[src/rtl/irq_pkg.sv]
package irq_pkg;
  localparam int REG_W    = 8;
  localparam int CMP_N    = 4;
  localparam int TMR_BIT  = 0;
  localparam int PORT_BIT = 1;
  localparam int EXT_BIT  = 2;
  localparam int RSVD_BIT = 3;
  localparam int CMP_LSB  = 4;
  localparam logic [REG_W-1:0] LIVE_BITS = ~(REG_W'(1) << RSVD_BIT);

  typedef struct packed {
    logic [REG_W-1:0] setBits;
    logic             clrEn;
    logic [REG_W-1:0] keepBits;
    logic             maskLd;
    logic [REG_W-1:0] maskVal;
  } irqStrobes_t;
endpackage

[src/rtl/irq_sync.sv]
module irq_sync #(
  parameter int W = 1,
  parameter int STAGES = 2,
  parameter logic [W-1:0] RST_VAL = '0
) (
  input  logic         clk,
  input  logic         rstN,
  input  logic [W-1:0] d,
  output logic [W-1:0] q
);
  generate
    for (genvar s = 0; s < STAGES; s++) begin : g_stage
      logic [W-1:0] r;
      if (s == 0) begin : g_first
        always_ff @(posedge clk or negedge rstN)
          if (!rstN) r <= RST_VAL;
          else       r <= d;
      end else begin : g_next
        always_ff @(posedge clk or negedge rstN)
          if (!rstN) r <= RST_VAL;
          else       r <= g_stage[s-1].r;
      end
    end
  endgenerate

  assign q = g_stage[STAGES-1].r;
endmodule

[src/rtl/irq_event_ctrl.sv]
module irq_event_ctrl
  import irq_pkg::*;
#(
  parameter int PORT_W = 8,
  parameter int SYNC_STAGES = 2
) (
  input  logic              clk,
  input  logic              rstN,
  input  logic [CMP_N-1:0]  cmpIn,
  input  logic              extIntN,
  input  logic [PORT_W-1:0] portIn,
  input  logic              tmrOvf,
  input  logic              flagWrEn,
  input  logic [REG_W-1:0]  flagWrData,
  input  logic              maskWrEn,
  input  logic [REG_W-1:0]  maskWrData,
  output irqStrobes_t       strobes
);
  localparam int IN_W    = CMP_N + 1 + PORT_W;
  localparam int EXT_IDX = CMP_N;
  localparam int ARM_N   = SYNC_STAGES + 1;
  localparam int ARM_W   = $clog2(ARM_N + 1);
  localparam logic [IN_W-1:0] SYNC_RST = {{PORT_W{1'b0}}, 1'b1, {CMP_N{1'b0}}};

  logic [IN_W-1:0] rawIn, syncIn, prevIn, chg;
  logic [ARM_W-1:0] armCnt;
  logic armed;
  logic extFall, portChg;

  assign rawIn = {portIn, extIntN, cmpIn};

  irq_sync #(.W(IN_W), .STAGES(SYNC_STAGES), .RST_VAL(SYNC_RST)) uSync (
    .clk(clk), .rstN(rstN), .d(rawIn), .q(syncIn)
  );

  always_ff @(posedge clk or negedge rstN)
    if (!rstN) prevIn <= SYNC_RST;
    else       prevIn <= syncIn;

  // detection stays off until the chain and the previous-value stage hold live levels
  always_ff @(posedge clk or negedge rstN)
    if (!rstN)       armCnt <= '0;
    else if (!armed) armCnt <= armCnt + ARM_W'(1);

  assign armed   = (armCnt == ARM_W'(ARM_N));
  assign chg     = syncIn ^ prevIn;
  assign extFall = prevIn[EXT_IDX] & ~syncIn[EXT_IDX];
  assign portChg = |chg[IN_W-1:EXT_IDX+1];

  always_comb begin
    strobes = '0;
    if (armed) begin
      strobes.setBits[CMP_LSB +: CMP_N] = chg[CMP_N-1:0];
      strobes.setBits[EXT_BIT]          = extFall;
      strobes.setBits[PORT_BIT]         = portChg;
    end
    strobes.setBits[TMR_BIT] = tmrOvf;
    strobes.clrEn    = flagWrEn;
    strobes.keepBits = flagWrData;
    strobes.maskLd   = maskWrEn;
    strobes.maskVal  = maskWrData;
  end
endmodule

[src/rtl/irq_flag_dp.sv]
module irq_flag_dp
  import irq_pkg::*;
(
  input  logic             clk,
  input  logic             rstN,
  input  irqStrobes_t      strobes,
  output logic [REG_W-1:0] flags,
  output logic [REG_W-1:0] mask,
  output logic             irqReq
);
  logic [REG_W-1:0] kept, flagsNext;

  assign kept      = strobes.clrEn ? (flags & strobes.keepBits) : flags;
  assign flagsNext = (kept | strobes.setBits) & LIVE_BITS;

  always_ff @(posedge clk or negedge rstN)
    if (!rstN) flags <= '0;
    else       flags <= flagsNext;

  always_ff @(posedge clk or negedge rstN)
    if (!rstN)               mask <= '0;
    else if (strobes.maskLd) mask <= strobes.maskVal;

  assign irqReq = |(flags & mask & LIVE_BITS);
endmodule

[src/rtl/irq_flag_ctrl.sv]
module irq_flag_ctrl
  import irq_pkg::*;
#(
  parameter int PORT_W = 8,
  parameter int SYNC_STAGES = 2
) (
  input  logic              clk,
  input  logic              rstN,
  input  logic [3:0]        cmpIn,
  input  logic              extIntN,
  input  logic [PORT_W-1:0] portIn,
  input  logic              tmrOvf,
  input  logic              flagWrEn,
  input  logic [7:0]        flagWrData,
  input  logic              maskWrEn,
  input  logic [7:0]        maskWrData,
  output logic [7:0]        flags,
  output logic [7:0]        mask,
  output logic              irqReq
);
  irqStrobes_t strobes;
  logic [REG_W-1:0] setVec;

  irq_event_ctrl #(.PORT_W(PORT_W), .SYNC_STAGES(SYNC_STAGES)) uCtrl (
    .clk(clk), .rstN(rstN), .cmpIn(cmpIn), .extIntN(extIntN), .portIn(portIn),
    .tmrOvf(tmrOvf), .flagWrEn(flagWrEn), .flagWrData(flagWrData),
    .maskWrEn(maskWrEn), .maskWrData(maskWrData), .strobes(strobes)
  );

  irq_flag_dp uDp (
    .clk(clk), .rstN(rstN), .strobes(strobes),
    .flags(flags), .mask(mask), .irqReq(irqReq)
  );

  assign setVec = strobes.setBits;
endmodule

[config.mk]
export PLATFORM = sky130hd
export DESIGN_NAME = irq_flag_ctrl
export DESIGN_NICKNAME = d
export VERILOG_FILES = /design/src/rtl/irq_pkg.sv /design/src/rtl/irq_sync.sv /design/src/rtl/irq_event_ctrl.sv /design/src/rtl/irq_flag_dp.sv /design/src/rtl/irq_flag_ctrl.sv
export SDC_FILE = /design/constraint.sdc
export NUM_CORES = 1
export LEC_CHECK = 0
export ABC_AREA = 1
export BUFFER_PORTS_ARGS = -buffer_cell sky130_fd_sc_hd__buf_2
export CAP_MARGIN = 20
export CORE_ASPECT_RATIO = 0.6
export CORE_MARGIN = 3
export CORE_UTILIZATION = 45
export CTS_CLUSTER_SIZE = 14
export DETAILED_ROUTE_END_ITERATION = 8
export PLACE_DENSITY = 0.71
export SYNTH_ARGS = -nofsm -noshare
export SYNTH_HDL_FRONTEND = slang
export SYNTH_SLANG_ARGS = --single-unit
export TNS_END_PERCENT = 5
[constraint.sdc]
create_clock -name clk -period 1.2 [get_ports clk]
set_clock_uncertainty 0.1 [all_clocks]
set_input_delay 0.24 -clock clk [delete_from_list [all_inputs] [get_ports clk]]
set_output_delay 0.24 -clock clk [all_outputs]
set_load 0.02 [all_outputs]
== Word-level counts from Yosys, hierarchy flattened ==
Cells that the tools add are included.
Widths: inputs -> output; s select.

* Register bits after elaboration: 56
* Logic and storage cells: 19

* Add/sub/neg operators: 1
* Equal/unequal tests: 1
* Mux-type cells: 3
* Bitwise gates (word level): 6
* Reduce and logical (&&, ||, !) cells: 2

{| class="wikitable"
|+ Operators by type and width
! cell !! number
|-
| $and 8x8->8 || 2
|-
| $xor 13x13->13 || 1
|-
| $mux 8 || 1
|-
| $or 8x8->8 || 1
|-
| $reduce_or 8->1 || 1
|-
| $reduce_or 7->1 || 1
|-
| $mux 4 || 1
|-
| $add 2x1->2 const B || 1
|-
| $eq 2x2->1 const B || 1
|-
| $mux 2 || 1
|-
| $and 1x1->1 || 1
|-
| $not 1->1 || 1
|}

== Depth between registers and ports, before layout ==
* Depth after elaboration: 4
* Gate-level depth with buffers: 8
* Gate-level depth less buffers: 8

== Cells and area by module ==
Synthesis repeated with hierarchy kept, for this count alone.

* Cell total of the unflattened synthesis: 201
* Area total of the unflattened synthesis: 2088.3 um2

{| class="wikitable"
|+ By module, submodules not included
! module !! times used !! cells an instance !! area each (um2) !! sequential area each (um2)
|-
| irq_event_ctrl || 1 || 97 || 793.3 || 376.6
|-
| irq_sync || 1 || 26 || 653.1 || 653.1
|-
| irq_flag_dp || 1 || 78 || 641.9 || 375.4
|}

== Least setup slack after synthesis ==
No wires, ideal clock.

* Kind: reg2out
* Start point: reg uDp.mask[2]
* End point: out irqReq
* Arrival: 982 ps
* Path slack: -122 ps
* Cell stages (with the launch flop): 4
* Buffers on the path: 0
* Cells stage by stage: dfrtp_1 -> a22o_1 -> nor2_1 -> nand4_1

* Longest elaborated chain between the ends: 2

{| class="wikitable"
|+ RTL lines
! item !! RTL line !! text
|-
| start, declared || irq_flag_dp.sv:8 || <nowiki>output logic [REG_W-1:0] mask,</nowiki>
|-
| start signal, assigned || irq_flag_dp.sv:22 || <nowiki>else if (strobes.maskLd) mask <= strobes.maskVal;</nowiki>
|-
| $and 8x8->8 || irq_flag_dp.sv:24 || <nowiki>assign irqReq = |(flags & mask & LIVE_BITS);</nowiki>
|-
| $reduce_or 7->1 || irq_flag_dp.sv:24 ||
|-
| end, declared || irq_flag_ctrl.sv:19 || <nowiki>output logic irqReq</nowiki>
|}

Every way passes these cells.

== Final worst setup path ==
* Start point: reg uDp.flags[2]
* End point: out irqReq

* Longest elaborated chain between the ends: 2

{| class="wikitable"
|+ RTL lines
! item !! RTL line !! text
|-
| start, declared || irq_flag_dp.sv:7 || <nowiki>output logic [REG_W-1:0] flags,</nowiki>
|-
| start signal, assigned || irq_flag_dp.sv:18 || <nowiki>else flags <= flagsNext;</nowiki>
|-
| $and 8x8->8 || irq_flag_dp.sv:24 ||
|-
| $reduce_or 7->1 || irq_flag_dp.sv:24 ||
|}

Every way passes these cells.

==> flow_metrics.env <==
export IMPL_worst_path_required_time_ns=0.86
export IMPL_antenna_diode_count=0
export IMPL_synthXorXnorAreaFrac=0.0419
export IMPL_p_sw_uw=843
export IMPL_vias_in_the_first_global_route=1060
export IMPL_path_max_fanout=2
export IMPL_largest_family_of_logic_cells_by_synthesized_area="simple AND/OR/NAND/NOR gates"
export IMPL_htree_num_levels=2
export IMPL_min_path_type="input port to register"
export IMPL_std_cell_rows=17
export IMPL_dpl_hpwl_um=2180
export IMPL_track_usage=0.133
export IMPL_layoutNonFillerInstCount=266
export IMPL_post_place_ws_ns=-0.0997
export IMPL_detail_route_first_pass_iterations=4
export IMPL_synth_area_in_compound_gates=0.0339
export IMPL_maximum_number_of_pins_on_one_net_before_global_route_repair=57
export IMPL_route_detailed_vias_per_inst=4.28
export IMPL_post_route_cells_drive_above_1_share=0.368
export IMPL_yosys_area_share_adder=0.00665
export IMPL_cp_slowest_cell="dfrtp_2"
export IMPL_synth_cell_types=14
export IMPL_maxClockFrequency_mhz=616
export IMPL_violations="negative setup slack"
export IMPL_ff2ff_path_depth=6
export IMPL_routed_via_count=1139
export IMPL_initial_antenna_violation_count=0
export IMPL_report_final_slew_viol_count=0
export IMPL_pwr_share_seq=0.561
export IMPL_nets=243
export IMPL_clock_insertion_delay_worst_skew_ns=0.30
export IMPL_post_synthesis_share_of_cell_area_spent_on_and_or_nand_and_nor_gates=0.0731
export IMPL_mapped_area_sq_mm=0.00188
export IMPL_port_buffer_count=48
export IMPL_syn_num_nets=171
export IMPL_drt_wirelength_per_cell_um=11.7
export IMPL_post_synth_mux_area_share=0.0638
export IMPL_internal_power_mw=2.86
export IMPL_ys_seq_area_frac=0.747
export IMPL_post_route_worst_setup_slack_ns=-0.424
export IMPL_worst_setup_path_end_kind="output port"
export IMPL_postSynthAreaPerCell_sq_um=13.8
export IMPL_critPathKind="register to output port"
export IMPL_number_of_antenna_violating_nets_in_the_routed_design=0
export IMPL_cts_root_buf="clkbuf_8"
export IMPL_tritoncts="yes"
export IMPL_critical_path_startpoint_type="register"
export IMPL_power_switching_fraction=0.227
export IMPL_synth_cells=136
export IMPL_global_route_overflow_total=0
export IMPL_rsz_0062_raised_after_global_routing="true"
export IMPL_utilization=0.663
export IMPL_ir_worst_vdd_v=0.000833
export IMPL_die_h_um=56.1
export IMPL_dpl_cell_count=243
export IMPL_timing_hold_violations_final=0
export IMPL_clkTransAtPathRegs_ns=0.09
export IMPL_dieWidth_um=89.5
export IMPL_power_clock_fraction=0.320
export IMPL_initialDrtViolationCount=86
export IMPL_cts_sinks=56
export IMPL_cts_buf_count=5
export IMPL_mostFrequentLayoutCells="dfrtp_1 (51), buf_2 (37), nand2_1 (31)"
export IMPL_drc_errors=0
export IMPL_finalSetupViolCount=14
export IMPL_period_needed_ns=1.62
export IMPL_maxCapViolCount=0
export IMPL_power_frac_comb=0.120
export IMPL_synth_yosys_warnings=0
export IMPL_crit_chain="a22o_1 -> nor2_1 -> nand4_1 -> buf_4"
export IMPL_status="finished, violations left"
export IMPL_mostFrequentLayoutCell="dfrtp_1"
export IMPL_design_portCount=51
export IMPL_yosys_register_bits=56
export IMPL_area_growth_syn_to_layout_pct=35.7
export IMPL_fp_coreArea_sq_mm=0.00385
export IMPL_first_pass_grt_wire_length_um=5030
export IMPL_finalWeightedCongestion=0.855
export IMPL_start_util=0.489
export IMPL_wire_length_reported_by_the_detailed_router_um=3120
export IMPL_cellLeakagePower_nw=1.25
export IMPL_power_density_mw_per_mm2=1450
export IMPL_timing_critical_path_arrival_ns=1.28
export IMPL_stage_delay_of_the_slowest_cell_on_the_critical_path_ns=0.41
export IMPL_min_path_cells=3
export IMPL_fin_worst_hold_slack_ns=0.0208
export IMPL_period_share=1.35
export IMPL_die_area_sq_mm=0.00502
export IMPL_ctsLongestPathBuffers=2
==> layer usage <==
| metal | global-route usage | wire [um] | share of wire | vias to the layer above |
|---|---|---|---|---|
| met5 | 0 | 0 | 0 | - |
| met4 | 0.0382 | 20 | 0.0064 | 0 |
| met3 | 0.0444 | 161 | 0.052 | 2 |
| met2 | 0.200 | 1500 | 0.48 | 29 |
| met1 | 0.183 | 1440 | 0.46 | 541 |
| li1 | - | - | - | 567 |
==> cells in the mapped netlist <==
cell type  number  area share
nand2_1        31       0.062
mux2_4          8       0.064
inv_1          11       0.022
buf_4           1      0.0040
nor2_1          4      0.0080
dfrtp_1        53        0.70
conb_1          1      0.0020
xnor2_1         9       0.042
dfstp_2         3       0.042
nand4_1         1      0.0033
buf_6           1      0.0060
ha_1            1      0.0066
o21ai_0        11       0.029
a22o_1          1      0.0047
==> final timing paths <==
path | from | to | slack [ns]
setup / recovery | uDp.flags[2] | irqReq | -0.42
hold / removal | tmrOvf | uDp.flags[0] | 0.02
setup reg to reg | uCtrl.prevIn[7] | uDp.flags[1] | 0.10
hold reg to reg | uCtrl.uSync.g_stage[0].r[5] | uCtrl.uSync.q[5] | 0.25
max in group asynchronous | rstN | uCtrl.prevIn[4] | 0.37
min in group asynchronous | rstN | uCtrl.uSync.g_stage[0].r[5] | 0.36
==> flip-flops by register name, indices dropped and copies added, names as in the netlist <==
name                   count
uCtrl.armCnt               2
uCtrl.prevIn              13
uCtrl.uSync.g_stage.r     13
uCtrl.uSync.q             13
uDp.flags                  7
uDp.mask                   8
==> critical path, delay by kind of cell (launching register included) <==
family,cells,cell delay [ns]
flip-flops,1,0.41
buffers and inverters,1,0.17
AND/OR/NAND/NOR,2,0.18
AO/OA/AOI/OAI,1,0.22
==> per-stage QoR <==
step / total power, mW / setup TNS, ns / cell area (sq um)
after global placement: 2.46 / -0.0603 / 2220
after CTS: 3.72 / -1.17 / 2500
after global routing: 3.89 / -1.51 / 2550
after floorplan: 2.29 / -0.0997 / 1880
after detailed placement: 2.48 / -0.0997 / 2220
final: 3.71 / -0.895 / 2550
==> kinds of logic after synthesis <==
group                    Yosys count
buffers and inverters             13
XOR/XNOR                           9
multiplexers                       8
AO/OA/AOI/OAI                     12
flip-flops                        56
AND/OR/NAND/NOR                   36
other                              1
adder cells (fa/ha/maj)            1
==> area by class of cell <==
cell class	count	area (sq um)
Clock inverter	3	42.5
Timing Repair Buffer	67	495
Tap cell	57	71.3
Fill cell	294	1300
Inverter	11	41.3
Clock buffer	5	68.8
Sequential cell	56	1410
Multi-Input combinational cell	67	427
==> power groups by stage <==
stage          Combinational (mW)  Sequential (mW)  Clock [mW]
2_1_floorplan               0.138             2.15           0
3_3_place_gp                0.356             2.10           0
3_5_place_dp                0.365             2.11           0
4_1_cts                     0.422             2.07        1.22
5_1_grt                     0.493             2.09        1.30
6_report                    0.445             2.08        1.18
==> repair_timing <==
action,4_1_cts,5_1_grt
setup endpoints to repair,15,19
setup buffers,1,0
hold endpoints to repair,66,0
hold buffers,14,0
gates resized for setup,8,16
No activity file was read; power rests on OpenSTA's default activity.
